$ cat src/rtl/sem_pkg.sv
package sem_pkg;

    typedef enum logic [2:0] {
        FLAG_IDLE        = 3'd0,
        FLAG_LEFT        = 3'd1,
        FLAG_RIGHT       = 3'd2,
        FLAG_LEFT_RWAIT  = 3'd3,
        FLAG_RIGHT_LWAIT = 3'd4
    } flag_state_e;

endpackage

$ cat src/rtl/sem_port_decode.sv
module sem_port_decode #(
    parameter int NUM_FLAGS = 8,
    parameter int DATA_W    = 8,
    localparam int ADDR_W   = $clog2(NUM_FLAGS)
) (
    input  logic                 mem_en_n,
    input  logic                 flag_sel_n,
    input  logic                 we_n,
    input  logic [ADDR_W-1:0]    addr,
    input  logic [DATA_W-1:0]    wdata,
    output logic [NUM_FLAGS-1:0] req_vec,
    output logic [NUM_FLAGS-1:0] rel_vec,
    output logic                 rd_act
);
    logic access;
    logic wr_act;

    assign access = mem_en_n & ~flag_sel_n;
    assign wr_act = access & ~we_n;
    assign rd_act = access & we_n;

    for (genvar i = 0; i < NUM_FLAGS; i++) begin : g_hit
        logic hit;
        assign hit        = wr_act && (addr == ADDR_W'(i));
        assign req_vec[i] = hit & ~wdata[0];
        assign rel_vec[i] = hit &  wdata[0];
    end
endmodule

$ cat src/rtl/sem_flag_fsm.sv
module sem_flag_fsm
    import sem_pkg::*;
(
    input  logic clk,
    input  logic rst_n,
    input  logic l_req,
    input  logic l_rel,
    input  logic r_req,
    input  logic r_rel,
    output logic l_own,
    output logic r_own,
    output logic l_pend,
    output logic r_pend
);
    flag_state_e state_q, state_d;

    always_ff @(posedge clk or negedge rst_n) begin
        if (!rst_n) state_q <= FLAG_IDLE;
        else        state_q <= state_d;
    end

    always_comb begin
        state_d = state_q;
        unique case (state_q)
            FLAG_IDLE: begin
                if (l_req && r_req) state_d = FLAG_LEFT_RWAIT;   // tie
                else if (l_req)     state_d = FLAG_LEFT;         // take
                else if (r_req)     state_d = FLAG_RIGHT;        // take
            end
            FLAG_LEFT: begin
                if (l_rel && r_req) state_d = FLAG_RIGHT;        // handoff
                else if (l_rel)     state_d = FLAG_IDLE;         // drop
                else if (r_req)     state_d = FLAG_LEFT_RWAIT;   // queue
            end
            FLAG_RIGHT: begin
                if (r_rel && l_req) state_d = FLAG_LEFT;         // handoff
                else if (r_rel)     state_d = FLAG_IDLE;         // drop
                else if (l_req)     state_d = FLAG_RIGHT_LWAIT;  // queue
            end
            FLAG_LEFT_RWAIT: begin
                if (l_rel && r_rel) state_d = FLAG_IDLE;         // drop
                else if (l_rel)     state_d = FLAG_RIGHT;        // handoff
                else if (r_rel)     state_d = FLAG_LEFT;         // withdraw
            end
            FLAG_RIGHT_LWAIT: begin
                if (r_rel && l_rel) state_d = FLAG_IDLE;         // drop
                else if (r_rel)     state_d = FLAG_LEFT;         // handoff
                else if (l_rel)     state_d = FLAG_RIGHT;        // withdraw
            end
            default: state_d = FLAG_IDLE;
        endcase
    end

    always_comb begin
        l_own  = (state_q == FLAG_LEFT)  || (state_q == FLAG_LEFT_RWAIT);
        r_own  = (state_q == FLAG_RIGHT) || (state_q == FLAG_RIGHT_LWAIT);
        l_pend = (state_q == FLAG_RIGHT_LWAIT);
        r_pend = (state_q == FLAG_LEFT_RWAIT);
    end
endmodule

$ cat src/rtl/sem_bank.sv
module sem_bank #(
    parameter int NUM_FLAGS = 8,
    parameter int DATA_W    = 8,
    localparam int ADDR_W   = $clog2(NUM_FLAGS)
) (
    input  logic              clk,
    input  logic              rst_n,
    input  logic              l_mem_en_n,
    input  logic              l_flag_sel_n,
    input  logic              l_we_n,
    input  logic [ADDR_W-1:0] l_addr,
    input  logic [DATA_W-1:0] l_wdata,
    output logic [DATA_W-1:0] l_rdata,
    input  logic              r_mem_en_n,
    input  logic              r_flag_sel_n,
    input  logic              r_we_n,
    input  logic [ADDR_W-1:0] r_addr,
    input  logic [DATA_W-1:0] r_wdata,
    output logic [DATA_W-1:0] r_rdata
);
    logic [NUM_FLAGS-1:0] l_req, l_rel, r_req, r_rel;
    logic [NUM_FLAGS-1:0] l_own, r_own, l_pend, r_pend;
    logic                 l_rd, r_rd;

    sem_port_decode #(.NUM_FLAGS(NUM_FLAGS), .DATA_W(DATA_W)) u_dec_l (
        .mem_en_n(l_mem_en_n), .flag_sel_n(l_flag_sel_n), .we_n(l_we_n),
        .addr(l_addr), .wdata(l_wdata),
        .req_vec(l_req), .rel_vec(l_rel), .rd_act(l_rd)
    );

    sem_port_decode #(.NUM_FLAGS(NUM_FLAGS), .DATA_W(DATA_W)) u_dec_r (
        .mem_en_n(r_mem_en_n), .flag_sel_n(r_flag_sel_n), .we_n(r_we_n),
        .addr(r_addr), .wdata(r_wdata),
        .req_vec(r_req), .rel_vec(r_rel), .rd_act(r_rd)
    );

    for (genvar i = 0; i < NUM_FLAGS; i++) begin : g_flag
        sem_flag_fsm u_fsm (
            .clk(clk), .rst_n(rst_n),
            .l_req(l_req[i]), .l_rel(l_rel[i]),
            .r_req(r_req[i]), .r_rel(r_rel[i]),
            .l_own(l_own[i]), .r_own(r_own[i]),
            .l_pend(l_pend[i]), .r_pend(r_pend[i])
        );
    end

    always_comb begin
        l_rdata = '0;
        r_rdata = '0;
        if (l_rd) l_rdata = {DATA_W{~l_own[l_addr]}};
        if (r_rd) r_rdata = {DATA_W{~r_own[r_addr]}};
    end
endmodule

$ cat config.mk
export PLATFORM = sky130hd
export DESIGN_NAME = sem_bank
export DESIGN_NICKNAME = d
export VERILOG_FILES = /design/src/rtl/sem_pkg.sv /design/src/rtl/sem_port_decode.sv /design/src/rtl/sem_flag_fsm.sv /design/src/rtl/sem_bank.sv
export SDC_FILE = /design/constraint.sdc
export NUM_CORES = 1
export LEC_CHECK = 0
export ABC_AREA = 1
export ABC_CLOCK_PERIOD_IN_PS = 2150
export BUFFER_PORTS_ARGS = -buffer_cell sky130_fd_sc_hd__buf_2
export CELL_PAD_IN_SITES_DETAIL_PLACEMENT = 0
export CELL_PAD_IN_SITES_GLOBAL_PLACEMENT = 1
export CORE_ASPECT_RATIO = 1.25
export CORE_UTILIZATION = 30
export DETAILED_ROUTE_END_ITERATION = 16
export PLACE_DENSITY = 0.68
export SYNTH_ARGS = -nofsm -noshare
export SYNTH_HDL_FRONTEND = slang
export SYNTH_SLANG_ARGS = --single-unit
export TNS_END_PERCENT = 1
$ cat constraint.sdc
create_clock -name clk -period 2.15 [get_ports clk]
set_input_delay 0.1075 -clock clk [delete_from_list [all_inputs] [get_ports clk]]
set_output_delay 0.1075 -clock clk [all_outputs]
set_load 0.05 [all_outputs]
## Word-level counts from Yosys, hierarchy flattened

Cells that the tools add are included.
W data, S select, Z words.

| storage, ports and cells | value |
|---|---|
| input bits | 30 |
| word-level logic and storage cells | 358 |
| register bits | 24 |

| cells by class | value |
|---|---|
| bitwise logic cells | 46 |
| muxes and demuxes | 134 |
| $lt $le $gt $ge | 2 |
| equal/unequal tests | 86 |
| reduce and logical (&&, ||, !) cells | 82 |

Operator list:

| kind | count |
|---|---|
| $mux W3 | 120 |
| $pmux W3 S5 | 8 |
| $ne A4 B1 Y1 const B | 24 |
| $ne A4 B2 Y1 const B | 16 |
| $eq A3 B2 Y1 const B | 20 |
| $eq A3 B3 Y1 const B | 16 |
| $logic_and A1 B1 Y1 | 48 |
| $reduce_and A5 Y1 | 8 |
| $and A1 B1 Y1 | 38 |
| $eq A3 B1 Y1 const B | 10 |
| $logic_not A3 Y1 | 10 |
| $logic_or A1 B1 Y1 | 16 |
| $mux W8 | 2 |
| $lt A3 B4 Y1 const B | 2 |
| $not A1 Y1 | 8 |
| $bmux W1 S3 | 2 |
| $mux W1 | 2 |

## Depth between registers and ports, before layout

| logic depth | value |
|---|---|
| depth after elaboration | 9 |
| gate-level depth with buffers | 12 |
| depth with buffers taken out | 11 |

## Cells and area by module

A second synthesis with hierarchy kept.

| second synthesis, totals | value |
|---|---|
| cells, all modules | 560 |
| area, all modules | 3072.9 µm² |

By module, submodules not included:

| module | seq. area each (µm²) | area each (µm²) | times used | cells an instance |
|---|---|---|---|---|
| sem_flag_fsm | 75.1 | 301.5 | 8 | 52 |
| sem_port_decode | 0.0 | 196.4 | 2 | 45 |
| sem_bank | 0.0 | 267.8 | 1 | 54 |

## Worst setup path before layout

No wires, ideal clock.

| timing path | value |
|---|---|
| path type | register to output |
| start | register g_flag[1].u_fsm.state_q[1] |
| end | output r_rdata[1] |
| arrival | 2.197 ns |
| buffers on the path | 1 |
| cell stages (with the launch flop) | 10 |
| path slack | -0.155 ns |
| path through | dfrtp_1 inv_1 nand2_1 nor2_1 o21ai_0 nand3_1 o21ai_0 nand2_1 nor2_1 buf_4 |

| between the ends | value |
|---|---|
| word-level cells in the longest chain between the ends | 6 |
| elaborated cells on any way between the ends | 7 |
| those cells by class | 2 x eq/ne; 3 x mux; 1 x bitwise; 1 x reduce/logical |

RTL lines:

| what | RTL line | text |
|---|---|---|
| start: declaration | sem_flag_fsm.sv:15 | `flag_state_e state_q, state_d;` |
| start signal: assignment | sem_flag_fsm.sv:19 | `else state_q <= state_d;` |
| $eq A3 B2 Y1 / $eq A3 B3 Y1 (equally long branches) | sem_flag_fsm.sv:56 | `r_own = (state_q == FLAG_RIGHT) \|\| (state_q == FLAG_RIGHT_LWAIT);` |
| $logic_or A1 B1 Y1 * | sem_flag_fsm.sv:56 |  |
| $bmux W1 S3 * | sem_bank.sv:51 | `if (r_rd) r_rdata = {DATA_W{~r_own[r_addr]}};` |
| $mux W1 (not written as such) * | sem_bank.sv:51 |  |
| $not A1 Y1 * | sem_bank.sv:51 |  |
| $mux W8 * | sem_bank.sv:51 |  |
| end: declaration | sem_bank.sv:19 | `output logic [DATA_W-1:0] r_rdata` |

Mark *: on every way between the ends. The rest lies on a longest branch, timed or not. The select of a mux whose other input is x is not followed.

## Worst setup path in the final report

| timing path | value |
|---|---|
| start | register g_flag[1].u_fsm.state_q[2] |
| end | output r_rdata[1] |

Same word-level chain as after synthesis.

==> report_table.html <==
<table>
<tr><th>Metric</th><th>Value</th></tr>
<tr><th colspan="2">Pwr</th></tr>
<tr><td>Power Density</td><td>just over 1000 mW/mm2</td></tr>
<tr><td>Largest voltage drop on the vdd net</td><td>roughly 500 uV</td></tr>
<tr><td>Net Switching</td><td>0.00165 W</td></tr>
<tr><td>Cell-internal power</td><td>approximately 0.0015 W</td></tr>
<tr><td>Pleak</td><td>1.71 nW</td></tr>
<tr><td>Logic pwr share</td><td>64.2%</td></tr>
<tr><td>Clk pwr share</td><td>a little under a tenth</td></tr>
<tr><td>Switching power share of the total</td><td>52.8%</td></tr>
<tr><td>Power share of the sequential group</td><td>about a quarter</td></tr>
<tr><td>Total power draw</td><td>around 0.0031 W</td></tr>
<tr><th colspan="2">Finish</th></tr>
<tr><td>Share of post-route cells with drive strength above 1</td><td>~14%</td></tr>
<tr><td>Largest regs</td><td>g_flag.u_fsm.state_q x24</td></tr>
<tr><td>Area growth from synthesis to layout</td><td>12.0%</td></tr>
<tr><td>Fill cell total of the finished layout</td><td>just under 1000</td></tr>
<tr><td>Number of antenna diodes</td><td>0</td></tr>
<tr><td>Net count of the finished layout</td><td>approximately 540</td></tr>
<tr><td>Finished Layout Cells</td><td>between 600 and 700</td></tr>
<tr><td>Area of the multi-input gates</td><td>0.00179 mm2</td></tr>
<tr><td>Flip-flop count of the largest register after layout</td><td>24</td></tr>
<tr><td>Fin util</td><td>around a third</td></tr>
<tr><td>Seq. cell area</td><td>602 um2</td></tr>
<tr><td>Final Instance Area</td><td>a little over 0.003 mm2</td></tr>
<tr><td>Register with the most flip-flops</td><td>g_flag.u_fsm.state_q</td></tr>
<tr><th colspan="2">Yosys</th></tr>
<tr><td>Dominant cell by count in the synthesized netlist</td><td>nand2_1</td></tr>
<tr><td>Cells taking the most area after synthesis</td><td>dfrtp_1 (22%), nand2_1 (20%), nand3_1 (13%)</td></tr>
<tr><td>Library cell occupying the most area in the post-synthesis netlist</td><td>dfrtp_1</td></tr>
<tr><td>Area share of the leading cell type in the synthesized netlist</td><td>roughly 22%</td></tr>
<tr><td>Synthesized net count</td><td>just over 500</td></tr>
<tr><td>Cell Area, Synth</td><td>roughly 0.0028 mm2</td></tr>
<tr><td>Most numerous cell types in the synthesized netlist</td><td>nand2_1 (144), nand3_1 (73), inv_1 (66)</td></tr>
<tr><td>Number of instances in the synthesized netlist</td><td>between 400 and 500</td></tr>
<tr><td>Count of flip-flops with a built-in enable after synthesis</td><td>0</td></tr>
<tr><td>Sequential area share after synthesis</td><td>21.7%</td></tr>
<tr><td>Synthesis Warnings</td><td>0</td></tr>
<tr><td>Number of distinct standard cells referenced by the synthesized netlist</td><td>35</td></tr>
<tr><td>Primary flip-flop cell chosen by synthesis mapping</td><td>dfrtp_1</td></tr>
<tr><td>Number of flip-flops and latches in the synthesized netlist</td><td>24</td></tr>
<tr><td>Async set or reset register ratio after synthesis</td><td>100%</td></tr>
<tr><td>Mean cell area of the mapped netlist</td><td>approximately 5.7 um2</td></tr>
<tr><th colspan="2">Place</th></tr>
<tr><td>Placement Setup Slack</td><td>around 330 ps</td></tr>
<tr><td>Post-Place Cell Area</td><td>0.00294 mm2</td></tr>
<tr><td>RD Place Congestion</td><td>0.899</td></tr>
<tr><td>Count of input and output buffers</td><td>31</td></tr>
<tr><td>HPWL after DPL</td><td>between 6 and 7 mm</td></tr>
<tr><td>Placed Instances</td><td>around 620</td></tr>
<tr><th colspan="2">Global route</th></tr>
<tr><td>Total GRT Usage</td><td>about 17%</td></tr>
<tr><td>Vias in the first global route</td><td>between 2000 and 3000</td></tr>
<tr><td>Wire length of the first global-routing pass</td><td>12.4 mm</td></tr>
<tr><td>Maximum number of pins on one net before global-route repair</td><td>25</td></tr>
<tr><td>Initial antenna violation count</td><td>0</td></tr>
<tr><td>Total congestion overflow after global routing</td><td>0</td></tr>
<tr><th colspan="2">Critical path</th></tr>
<tr><td>Buffers and inverters on the worst path</td><td>4</td></tr>
<tr><td>Maximum fanout along the worst path</td><td>8</td></tr>
<tr><td>Slowest cell on crit path</td><td>dfrtp_1</td></tr>
<tr><td>Largest delay contributor family on the critical path</td><td>buffers and inverters</td></tr>
<tr><td>Critical path launch point type</td><td>flop</td></tr>
<tr><td>Nature of the critical path endpoint</td><td>output port</td></tr>
<tr><td>Kind of critical path</td><td>flop to output port</td></tr>
<tr><td>CP cell instances</td><td>inv_1, nand3_1, inv_1, o21ai_0, nand3_1, o21ai_1, nand2_1, nor2_4, buf_12, buf_6</td></tr>
<tr><td>Arrival @ worst endpoint</td><td>1890 ps</td></tr>
<tr><td>Worst EP required</td><td>2040 ps</td></tr>
<tr><td>Biggest cell delay along the critical path</td><td>390 ps</td></tr>
<tr><th colspan="2">Floorplanning</th></tr>
<tr><td>Io pins</td><td>46</td></tr>
<tr><td>Number of standard-cell rows in the floorplan</td><td>38</td></tr>
<tr><td>Standard cell core area</td><td>0.00880 mm2</td></tr>
<tr><td>Die H</td><td>~110 um</td></tr>
<tr><td>Area of the die</td><td>between 0.009 and 0.01 mm2</td></tr>
<tr><td>Starting utilization of the core area</td><td>31.4%</td></tr>
<tr><td>Die Wd</td><td>slightly below 90 um</td></tr>
<tr><th colspan="2">Clock tree</th></tr>
<tr><td>Clk sinks</td><td>24</td></tr>
<tr><td>Skew-Pair Late Insertion Delay</td><td>around 270 ps</td></tr>
<tr><td>CTS tree</td><td>yes</td></tr>
<tr><td>Number of levels in the clock H-tree</td><td>1</td></tr>
<tr><td>Clock slew at the register clock pins of the worst setup and hold paths</td><td>about 100 ps</td></tr>
<tr><td>Root buffer cell</td><td>clkbuf_8</td></tr>
<tr><td>Clock buffers created by TritonCTS</td><td>3</td></tr>
<tr><td>Number of buffers on the longest clock path</td><td>2</td></tr>
<tr><th colspan="2">Min path</th></tr>
<tr><td>Worst hold-check path type</td><td>input port to flop</td></tr>
<tr><th colspan="2">Route</th></tr>
<tr><td>DRC violation total after the first TritonRoute iteration</td><td>112</td></tr>
<tr><td>Post-route ant nets</td><td>0</td></tr>
<tr><td>DR pass1 iterations</td><td>5</td></tr>
<tr><td>DRC Markers</td><td>0</td></tr>
<tr><td>Wire per inst</td><td>~12 um</td></tr>
<tr><td>Total Routed Length</td><td>around 7.7 mm</td></tr>
<tr><td>Average via count per standard cell</td><td>slightly below 5</td></tr>
<tr><td>Total number of vias</td><td>a little over 3000</td></tr>
<tr><th colspan="2">STA</th></tr>
<tr><td>Part of the cycle the worst path needs</td><td>92.7%</td></tr>
<tr><td>Endpoints failing setup</td><td>0</td></tr>
<tr><td>Setup Skew</td><td>1.09 ps</td></tr>
<tr><td>Least setup slack across all paths after layout</td><td>between 150 and 200 ps</td></tr>
<tr><td>Count of final max-slew check failures</td><td>0</td></tr>
<tr><td>Normalized max-slew margin</td><td>around three fifths</td></tr>
<tr><td>Clock period minus worst slack</td><td>1990 ps</td></tr>
<tr><td>Slew at the pin with the worst max-slew slack</td><td>~620 ps</td></tr>
<tr><td>Highest achievable clock rate</td><td>approximately 500 MHz</td></tr>
<tr><td>Final hold violation count</td><td>0</td></tr>
<tr><th colspan="2">Flow run</th></tr>
<tr><td>Number of max-cap violations</td><td>0</td></tr>
<tr><th colspan="2">Run status</th></tr>
<tr><td>Outcome</td><td>finished clean</td></tr>
</table>
==> placed cells by master (no fill, tap or decap), drive strengths merged <==
master | netlist | routed
a21oi | 5 | 5
a31o | 1 | 1
a31oi | 1 | 1
buf | 17 | 35
clkbuf | 1 | 3
dfrtp | 24 | 24
dlygate4sd3 | 0 | 1
inv | 68 | 68
nand2 | 149 | 149
nand3 | 79 | 79
nand3b | 4 | 4
nand4 | 7 | 7
nor2 | 65 | 65
nor3 | 22 | 22
o2111ai | 1 | 1
o211ai | 5 | 5
o21a | 1 | 1
o21ai | 24 | 24
o21bai | 2 | 2
o22ai | 2 | 2
o31ai | 3 | 3
or2 | 1 | 1
==> metal layers <==
layer  global-route usage [%]  vias to the layer above  wire [um]
met3                     1.74                       12        256
li1                         -                     1594          -
met4                     7.14                        0        136
met2                     29.2                       67       3740
met1                     20.1                     1372       3530
met5                        0                        -          0
==> kinds of logic (layout without fill, tap and decap cells) <==
| family | count (synthesis) | count (layout) | share of synthesized area, % |
|---|---|---|---|
| compound gates | 45 | 45 | 10.1 |
| flops | 24 | 24 | 21.7 |
| simple gates | 327 | 327 | 54.0 |
| buf+inv | 86 | 107 | 14.2 |
==> stage by stage <==
step                      TNS [ps]  hold slack [ps]
after global routing         -22.5              290
after floorplan                  0             -188
after CTS                    -9.32              232
after detailed placement         0              170
after global placement           0              166
final                            0              246
==> worst reg2reg max path: stages (launching register included) <==
cell	delay, ps
dfrtp_1	460
inv_1	80
nor3_1	410
o211ai_1	170
nand2_1	130
nor2_1	50
nand2_1	50
nand2_1	40
==> area by class of cell <==
class / count / area share [%]
Sequential cell: 24 / 19.5
Multi-Input combinational cell: 372 / 57.8
Tap cell: 120 / 4.85
Clock buffer: 3 / 1.33
Timing Repair Buffer: 36 / 8.33
Inverter: 68 / 8.25
==> power groups by stage <==
stage	Clock, W	Combinational, W	Sequential [W]
floorplan	0	0.00160	0.000772
global placement	0	0.00193	0.000822
detailed placement	0	0.00194	0.000825
CTS	0.000316	0.00195	0.000815
global route	0.000327	0.00233	0.000850
finish	0.000293	0.00200	0.000823
==> worst paths after layout <==
kind / startpoint / end / slack, ps / depth (start not counted)
worst max-delay path: g_flag[1].u_fsm.state_q[2] / r_rdata[1] / 160 / 10
min in group asynchronous: rst_n / g_flag[1].u_fsm.state_q[0] / 370 / 2
max in group asynchronous: rst_n / g_flag[0].u_fsm.state_q[2] / 1340 / 2
worst max register to register: g_flag[6].u_fsm.state_q[1] / g_flag[6].u_fsm.state_q[1] / 680 / 7
worst min register to register: g_flag[3].u_fsm.state_q[2] / g_flag[3].u_fsm.state_q[2] / 500 / 2
worst min-delay path: l_addr[2] / g_flag[0].u_fsm.state_q[0] / 250 / 4
==> repair_timing <==
item                                    4_1_cts  5_1_grt
setup buffers                                 0        3
endpoints found under the setup margin        8        8
pin swaps                                     0        1
gates resized for setup                       0       30
endpoints found under the hold margin        24        0
hold buffers                                  1        0
Power figures use the tool's default switching activity.
